===== src/rtl/pwrdn_wake_pkg.sv =====
package pwrdn_wake_pkg;
  typedef enum logic [1:0] {
    ST_RUN = 2'd0,
    ST_PD  = 2'd1,
    ST_SVC = 2'd2
  } pdw_state_e;
endpackage


===== src/rtl/pdw_rst_qual.sv =====
// Qualifies the hardware reset line as a wake source while in powerdown.
module pdw_rst_qual #(
  parameter int QUAL_CYCLES = 16,
  localparam int CNT_W = (QUAL_CYCLES > 1) ? $clog2(QUAL_CYCLES) : 1
) (
  input  logic clk,
  input  logic por_n,
  input  logic in_pd,
  input  logic rst_n,
  input  logic osc_mode,
  input  logic osc_stable,
  output logic rst_wake
);
  localparam logic [CNT_W-1:0] LAST = CNT_W'(QUAL_CYCLES - 1);

  logic [CNT_W-1:0] low_cnt_q;
  logic             low_seen;
  logic             count_done;

  assign low_seen   = in_pd && !rst_n;
  assign count_done = (low_cnt_q == LAST);
  assign rst_wake   = low_seen && (osc_mode ? osc_stable : count_done);

  always_ff @(posedge clk or negedge por_n) begin
    if (!por_n) begin
      low_cnt_q <= '0;
    end else if (!low_seen || rst_wake) begin
      low_cnt_q <= '0;
    end else if (!count_done) begin
      low_cnt_q <= low_cnt_q + CNT_W'(1);
    end
  end
endmodule


===== src/rtl/pdw_line_qual.sv =====
// Per-line wake qualification: level, special-function pin, arm window.
module pdw_line_qual #(
  parameter int N_LINES = 4
) (
  input  logic               arm,
  input  logic [N_LINES-1:0] ext_int,
  input  logic [N_LINES-1:0] sfn_cfg,
  input  logic [N_LINES-1:0] int_en,
  output logic [N_LINES-1:0] hit,
  output logic [N_LINES-1:0] hit_en,
  output logic               any_hit,
  output logic               any_hit_en
);
  for (genvar i = 0; i < N_LINES; i++) begin : g_line
    assign hit[i]    = arm && ext_int[i] && sfn_cfg[i];
    assign hit_en[i] = hit[i] && int_en[i];
  end
  assign any_hit    = |hit;
  assign any_hit_en = |hit_en;
endmodule


===== src/rtl/pdw_pick_low.sv =====
// Lowest-index selector for the service queue.
module pdw_pick_low #(
  parameter int N_LINES = 4,
  localparam int IDX_W = (N_LINES > 1) ? $clog2(N_LINES) : 1
) (
  input  logic [N_LINES-1:0] req,
  output logic [N_LINES-1:0] onehot,
  output logic [IDX_W-1:0]   idx,
  output logic               any
);
  always_comb begin
    onehot = '0;
    idx    = '0;
    for (int i = N_LINES - 1; i >= 0; i--) begin
      if (req[i]) begin
        onehot    = '0;
        onehot[i] = 1'b1;
        idx       = IDX_W'(i);
      end
    end
  end
  assign any = |req;
endmodule


===== src/rtl/pdw_pend_bank.sv =====
// Pending flags: set beats clear; clear_all beats both.
module pdw_pend_bank #(
  parameter int N_LINES = 4
) (
  input  logic               clk,
  input  logic               por_n,
  input  logic               clear_all,
  input  logic [N_LINES-1:0] set_bits,
  input  logic [N_LINES-1:0] drop_bits,
  output logic [N_LINES-1:0] pend_q
);
  for (genvar i = 0; i < N_LINES; i++) begin : g_bit
    always_ff @(posedge clk or negedge por_n) begin
      if (!por_n) begin
        pend_q[i] <= 1'b0;
      end else if (clear_all) begin
        pend_q[i] <= 1'b0;
      end else if (set_bits[i]) begin
        pend_q[i] <= 1'b1;
      end else if (drop_bits[i]) begin
        pend_q[i] <= 1'b0;
      end
    end
  end
endmodule


===== src/rtl/pwrdn_wake_ctrl.sv =====
module pwrdn_wake_ctrl
  import pwrdn_wake_pkg::*;
#(
  parameter int N_LINES         = 4,
  parameter int RST_QUAL_CYCLES = 16,
  localparam int IDX_W = (N_LINES > 1) ? $clog2(N_LINES) : 1
) (
  input  logic               clk,
  input  logic               por_n,
  input  logic               rst_n,
  input  logic               pd_cmd,
  input  logic [N_LINES-1:0] ext_int,
  input  logic [N_LINES-1:0] sfn_cfg,
  input  logic [N_LINES-1:0] int_en,
  input  logic               osc_mode,
  input  logic               osc_stable,
  input  logic [N_LINES-1:0] pend_clr,
  input  logic               svc_ready,
  output logic               clk_run,
  output logic [N_LINES-1:0] pend,
  output logic               svc_valid,
  output logic [IDX_W-1:0]   svc_idx,
  output logic               resume
);
  pdw_state_e         st_q, st_d;
  logic               in_pd, in_svc;
  logic               rst_wake;
  logic [N_LINES-1:0] line_hit, line_hit_en;
  logic               any_hit, any_hit_en;
  logic [N_LINES-1:0] svc_mask_q, svc_onehot;
  logic               svc_any;
  logic               handshake, last_done, masked_wake;
  logic               clear_all;
  logic [N_LINES-1:0] drop_bits;
  logic               resume_q;

  assign in_pd  = (st_q == ST_PD);
  assign in_svc = (st_q == ST_SVC);

  pdw_rst_qual #(.QUAL_CYCLES(RST_QUAL_CYCLES)) u_rqual (
    .clk        (clk),
    .por_n      (por_n),
    .in_pd      (in_pd),
    .rst_n      (rst_n),
    .osc_mode   (osc_mode),
    .osc_stable (osc_stable),
    .rst_wake   (rst_wake)
  );

  pdw_line_qual #(.N_LINES(N_LINES)) u_lqual (
    .arm        (in_pd && rst_n),
    .ext_int    (ext_int),
    .sfn_cfg    (sfn_cfg),
    .int_en     (int_en),
    .hit        (line_hit),
    .hit_en     (line_hit_en),
    .any_hit    (any_hit),
    .any_hit_en (any_hit_en)
  );

  pdw_pick_low #(.N_LINES(N_LINES)) u_pick (
    .req    (svc_mask_q),
    .onehot (svc_onehot),
    .idx    (svc_idx),
    .any    (svc_any)
  );

  assign handshake   = in_svc && rst_n && svc_any && svc_ready;
  assign last_done   = handshake && (svc_mask_q == svc_onehot);
  assign masked_wake = any_hit && !any_hit_en;
  assign clear_all   = rst_wake || (!rst_n && !in_pd);
  assign drop_bits   = pend_clr | (handshake ? svc_onehot : '0);

  pdw_pend_bank #(.N_LINES(N_LINES)) u_pend (
    .clk       (clk),
    .por_n     (por_n),
    .clear_all (clear_all),
    .set_bits  (line_hit),
    .drop_bits (drop_bits),
    .pend_q    (pend)
  );

  always_comb begin
    st_d = st_q;
    unique case (st_q)
      ST_RUN: if (rst_n && pd_cmd) st_d = ST_PD;
      ST_PD: begin
        if (rst_wake)        st_d = ST_RUN;
        else if (any_hit_en) st_d = ST_SVC;
        else if (any_hit)    st_d = ST_RUN;
      end
      ST_SVC: if (!rst_n || last_done) st_d = ST_RUN;
      default: st_d = ST_RUN;
    endcase
  end

  always_ff @(posedge clk or negedge por_n) begin
    if (!por_n) begin
      st_q       <= ST_RUN;
      svc_mask_q <= '0;
      resume_q   <= 1'b0;
    end else begin
      st_q     <= st_d;
      resume_q <= masked_wake || last_done;
      if (clear_all)       svc_mask_q <= '0;
      else if (any_hit_en) svc_mask_q <= line_hit_en;
      else if (handshake)  svc_mask_q <= svc_mask_q & ~svc_onehot;
    end
  end

  assign clk_run   = !in_pd;
  assign svc_valid = in_svc && svc_any;
  assign resume    = resume_q;
endmodule


===== config.mk =====
export PLATFORM = sky130hd
export DESIGN_NAME = pwrdn_wake_ctrl
export DESIGN_NICKNAME = d
export VERILOG_FILES = /design/src/rtl/pwrdn_wake_pkg.sv /design/src/rtl/pdw_rst_qual.sv /design/src/rtl/pdw_line_qual.sv /design/src/rtl/pdw_pick_low.sv /design/src/rtl/pdw_pend_bank.sv /design/src/rtl/pwrdn_wake_ctrl.sv
export SDC_FILE = /design/constraint.sdc
export NUM_CORES = 1
export LEC_CHECK = 0
export CORE_MARGIN = 1.5
export CORE_UTILIZATION = 35
export CTS_CLUSTER_SIZE = 24
export DETAILED_ROUTE_END_ITERATION = 7
export HOLD_SLACK_MARGIN = 0.03
export PLACE_DENSITY_LB_ADDON = 0.12
export SYNTH_ARGS = -nofsm -noshare
export SYNTH_HDL_FRONTEND = slang
export SYNTH_HIERARCHICAL = 1
export SYNTH_SLANG_ARGS = --single-unit

===== constraint.sdc =====
create_clock -name clk -period 2.08 [get_ports clk]
set_input_delay 0.312 -clock clk [delete_from_list [all_inputs] [get_ports clk]]
set_output_delay 0.312 -clock clk [all_outputs]
set_load 0.02 [all_outputs]

==> flow_summary.json, run 1 <==
{
  "status": "complete, no violations",
  "cp.required_ns": 2.22,
  "synth_edf_count": 0,
  "slew_violations": 0,
  "initial_core_util_pct": 37.5,
  "cp_max_fo": 11,
  "rrSetupSlack_ns": 0.03,
  "netlist_area_um2": 1050,
  "yosysUniqueCellTypes": 39,
  "drive_gt1_share_pct": 22.3,
  "design.die.area_um2": 3340,
  "power.density_nw_per_um2": 894,
  "peakVddDrop_mv": 0.511,
  "track_usage_pct": 16.2,
  "die_y_um": 57.8,
  "rr_worst_depth": 7,
  "wire_per_inst_um": 13.1,
  "wl_met3_um": 117,
  "dp_slack_ns": -0.130,
  "numClockSinks": 15,
  "grt_setup_unrepaired": "true",
  "ios": 32,
  "path_class": "reg -> reg",
  "syn_nets": 142,
  "std_cell_rows": 19,
  "p_int_mw": 0.810,
  "antenna_found_initial": 0,
  "p_switching_mw": 0.545,
  "n_fill_cell": 278,
  "syn_avg_cell_area_um2": 9.23,
  "max-slew-margin-rel_pct": 54.8,
  "fin_crit_sh_pct": 98.5,
  "wl_um": 2460,
  "routed_via_density": 5.45,
  "p_seq_share_pct": 28.4,
  "finClkSkew_ns": 0.0135,
  "clk_pin_slew_ns": 0.10,
  "highest_layer": "met4",
  "io_buffer_count": 31,
  "clk_latency_ns": 0.29,
  "setup_violations": 0,
  "drc": 0,
  "cts_buffer_depth": 2,
  "yosysWarnings": 6,
  "grt_max_degree": 16,
  "core-area_um2": 2810,
  "swShare_pct": 40.2,
  "setup.worst_path.start_class": "flop",
  "dp_hpwl_um": 2050,
  "syn_inst": 114,
  "final.min_clock_period_ns": 2.05,
  "ant_nets": 0,
  "grt_first_pass_wirelength_um": 4220,
  "seq_area_frac_synth_pct": 35.7,
  "ys.flop_type": "dfrtp_1",
  "grt_remaining_overflow": 0,
  "m1WireLength_um": 1180,
  "ys_seq_elements": 15,
  "crit_start": "st_q[0]",
  "r2r-end": "svc_mask_q[0]",
  "synth_top_area_share_pct": 35.7,
  "finalHoldViolations": 0,
  "fmax_mhz": 488,
  "totalPowerFinal_mw": 1.35,
  "cts_max_level": 1,
  "diodes": 0,
  "post_cts_buffers": 0,
  "place_congestion": 0.872,
  "worst_pin_slew_ns": 0.676,
  "maxCapViolCount": 0,
  "synthTopCellsByArea": "dfrtp_1 (36%), ha_1 (5.9%), a221oi_2 (5.7%)",
  "route.met2.wl_um": 1120,
  "grt_pass1_vias": 970,
  "hold_class": "in -> async",
  "fin_nets": 186,
  "cts_tree": "yes",
  "combPwrFrac_pct": 59.2,
  "clkPwrFrac_pct": 12.4,
  "r2r_start": "st_q[0]",
  "setup_slack_ns": 0.0319,
  "critPathArrivalTime_ns": 2.19,
  "async_reset_ff_share_pct": 100,
  "dr_total_vias": 1025,
  "numCtsBuffers": 3,
  "syn_to_final_growth_pct": 44.0,
  "end_kind": "flop",
  "instances_no_fill": 188,
  "root_buffer": "clkbuf_4",
  "die_w_um": 57.8,
  "drtPass1Iterations": 4,
  "first_iter_violations": 14,
  "synth_common_cells": "dfrtp_1 (15), inv_1 (15), nor2_1 (8)",
  "synth_area_leader_cell": "dfrtp_1",
  "placedCellCount": 184,
  "leakage_nw": 0.676
}
how the worst max path moves through the flow:
stage,depth (start not counted),slack (ns),end
6_report,7,0.03,svc_mask_q[0]
5_1_grt,8,-0.03,st_q[0]
4_1_cts,4,0.03,svc_idx[0]
3_5_place_dp,7,-0.13,st_q[0]
3_3_place_gp,7,-0.08,st_q[0]
2_1_floorplan,9,0.04,st_q[0]
power by group through the flow:
stage          combinational, mW  sequential (mW)  clock [mW]
6_report                   0.802            0.385       0.168
5_1_grt                    0.890            0.394       0.183
4_1_cts                    0.810            0.385       0.174
3_5_place_dp               0.794            0.389           0
3_3_place_gp               0.780            0.388           0
2_1_floorplan              0.418            0.431           0
metrics by stage:
step / setup TNS, ns / utilization (%) / hold slack (ns) / instance area (um^2)
floorplan: 0 / - / 0.0164 / 1070
global placement: -0.347 / 52.7 / 0.510 / 1480
global route: -0.0495 / 54.0 / 0.485 / 1520
finish: 0 / 54.0 / 0.425 / 1520
detailed placement: -0.487 / 52.7 / 0.527 / 1480
CTS: 0 / 53.7 / 0.457 / 1510
flip-flops by register name, summed over array words and instances (netlist names):
name / flops
svc_mask_q: 4
u_pend/pend_q: 4
u_rqual/low_cnt_q: 4
st_q: 2
resume: 1
metal layers:
metal	global-route usage (%)	vias to the layer above
met3	1.56	4
met2	25.6	33
li1	-	503
met1	22.9	485
met4	6.31	0
met5	0	-
critical path, stage by stage (launching register included):
cell and delay (ns):
dfrtp_1 0.42, nand2b_4 0.09, inv_2 0.06, and2_4 0.17
and4_4 0.16, or4_4 0.62, a41oi_1 0.27, a221oi_2 0.10
layout make-up:
cell class                 count  area (um^2)  area share, %
clock inverter                 1         5.00          0.330
sequential                    15          375           24.8
multi-input combinational     81          627           41.4
clock buffer                   3         22.5           1.49
inverter                      16         60.1           3.96
timing repair buffer          41          387           25.5
tap                           31         38.8           2.56
cells in the final DEF (no fill, tap or decap), types with 5 or more instances in the layout:
cell              n
o21ai_0           5
dfrtp_1          15
a21oi_1           6
ha_1              5
nor2_1            8
buf_4            10
nand2b_1          6
clkdlybuf4s50_1  29
inv_1            15
logic make-up after synthesis:
group,Yosys count,share of synthesized area (%)
buffers and inverters,18,6.90
AND/OR/NAND/NOR,44,27.0
adder cells (fa/ha/maj),5,5.95
AO/OA/AOI/OAI,30,22.7
multiplexers,1,0.951
XOR/XNOR,1,0.832
flip-flops,15,35.7
timing repair:
item,4_1_cts,5_1_grt
resized for setup,2,2
hold buffers,0,0
setup endpoints to repair,1,3
Note: power is estimated with default switching activity, not from simulation.
==> run 2: changes to the inputs <==
Settings changed: CORE_UTILIZATION 35 to 42, CTS_CLUSTER_SIZE 24 to 40.
==> flow_summary.json, run 2 (synthesis results as in run 1) <==
{
  "max-slew-margin-rel_pct": 51.9,
  "critPathArrivalTime_ns": 1.71,
  "peakVddDrop_mv": 0.630,
  "slew_violations": 0,
  "grt_remaining_overflow": 0,
  "drtPass1Iterations": 4,
  "maxCapViolCount": 0,
  "std_cell_rows": 17,
  "r2r_start": "st_q[0]",
  "combPwrFrac_pct": 60.1,
  "path_cells": "or4_4, and3b_1, clkdlybuf4s15_1",
  "final_cell_mix": "clkdlybuf4s50_1 (29), inv_1 (15), dfrtp_1 (15), buf_4 (10), nor2_1 (8)",
  "finalHoldViolations": 0,
  "clk_latency_ns": 0.29,
  "swShare_pct": 41.1,
  "initial_core_util_pct": 45.8,
  "final_area_um2": 1540,
  "setup_violations": 0,
  "end_kind": "output pin",
  "finClkSkew_ns": 0.00222,
  "dp_hpwl_um": 2170,
  "routed_via_density": 5.66,
  "p_seq_share_pct": 27.4,
  "postPlaceCellArea_um2": 1470,
  "clkPwrFrac_pct": 12.5,
  "grt_setup_unrepaired": "false",
  "rrSetupSlack_ns": 0.07,
  "p_switching_mw": 0.577,
  "cts_max_level": 1,
  "cts_buffer_depth": 2,
  "fin_nets": 187,
  "first_iter_violations": 16,
  "drive_gt1_share_pct": 22.8,
  "final.min_clock_period_ns": 2.02,
  "drc": 0,
  "grt_first_pass_wirelength_um": 4370,
  "root_buffer": "clkbuf_4",
  "die_y_um": 53.1,
  "wire_per_inst_um": 14.9,
  "ios": 32,
  "cp.required_ns": 1.77,
  "r2r-end": "st_q[1]",
  "design.die.area_um2": 2810,
  "dr_total_vias": 1053,
  "core-area_um2": 2300,
  "leakage_nw": 0.681,
  "hold_class": "in -> async",
  "numCtsBuffers": 3,
  "io_buffer_count": 31,
  "ant_nets": 0,
  "antenna_found_initial": 0,
  "final_common_cell": "clkdlybuf4s50_1",
  "setup.worst_path.start_class": "flop",
  "diodes": 0,
  "clk_pin_slew_ns": 0.10,
  "n_fill_cell": 201,
  "place_congestion": 0.996,
  "worst_pin_slew_ns": 0.720,
  "track_usage_pct": 21.3,
  "top_regs": "svc_mask_q x4, u_pend/pend_q x4, u_rqual/low_cnt_q x4",
  "grt_pass1_vias": 1024,
  "rr_worst_depth": 9,
  "path_class": "reg -> out",
  "status": "complete, no violations",
  "fmax_mhz": 496,
  "wl_um": 2770,
  "final_util_pct": 67.0,
  "p_int_mw": 0.826,
  "power.density_nw_per_um2": 911,
  "die_w_um": 53.1,
  "syn_to_final_growth_pct": 46.3,
  "numClockSinks": 15,
  "grt_max_degree": 16,
  "slowest_delay_ns": 0.56,
  "cp_max_fo": 3,
  "fin_crit_sh_pct": 97.0,
  "cp_slowest_cell": "or4_4",
  "cts_tree": "yes"
}
[run 2: cell count changes in the layout (fill, tap and decap cells not counted), sizes merged]
cell,delta
buf,+1
clkdlybuf4s15,+1
dlygate4sd2,-1
[run 2: final cells by class]
type | count | area, um^2 | area share (%)
Multi-Input combinational cell | 81 | 642 | 41.7
Clock buffer | 3 | 22.5 | 1.46
Sequential cell | 15 | 375 | 24.4
Clock inverter | 1 | 5.00 | 0.325
Tap cell | 28 | 35.0 | 2.28
Timing Repair Buffer | 42 | 399 | 25.9
Inverter | 16 | 60.1 | 3.90
[run 2: routing by layer]
layer	GRT usage, %	part of all wire [%]	routed length (um)
met2	37.5	49	1350
met4	7.26	2.1	57
met3	4.52	4.8	134
met5	0	0	0
met1	25.5	44	1230
[run 2: critical path, delay by kind of cell (launching register included)]
family                 cells  cell delay, ns
buffers and inverters      1            0.28
flip-flops                 1            0.39
AND/OR/NAND/NOR            2            0.76
[run 2: worst max-delay path by stage]
stage	depth (start not counted)	slack (ns)	endpoint	from
5_1_grt	7	0.008	u_pend/pend_q[3]	svc_mask_q[0]
3_3_place_gp	7	-0.08	st_q[0]	rst_n
2_1_floorplan	9	0.04	st_q[0]	st_q[1]
6_report	3	0.06	svc_valid	svc_mask_q[0]
3_5_place_dp	6	-0.13	svc_mask_q[1]	rst_n
4_1_cts	3	0.02	svc_valid	svc_mask_q[0]
[run 2: what timing repair did]
item | CTS | global route
buffers inserted | 0 | 2
hold buffers | 0 | 0
resized for setup | 2 | 8
setup endpoints to repair | 1 | 7
pin swaps | 0 | 3
[run 2: per-stage QoR]
step	instances	total power, mW	worst slack (ns)	setup TNS [ns]	hold slack (ns)
floorplan	114	0.849	0.0411	0	0.0164
global placement	180	1.16	-0.0806	-0.311	0.510
detailed placement	180	1.18	-0.129	-0.505	0.530
CTS	184	1.37	0.0174	0	0.464
global route	186	1.49	0.00767	0	0.505
finish	186	1.40	0.0626	0	0.445
[run 2: power groups by stage]
| stage | combinational [mW] | sequential [mW] | clock (mW) |
|---|---|---|---|
| CTS | 0.808 | 0.386 | 0.180 |
| global placement | 0.770 | 0.387 | 0 |
| global route | 0.908 | 0.390 | 0.191 |
| floorplan | 0.418 | 0.431 | 0 |
| finish | 0.843 | 0.385 | 0.175 |
| detailed placement | 0.792 | 0.391 | 0 |
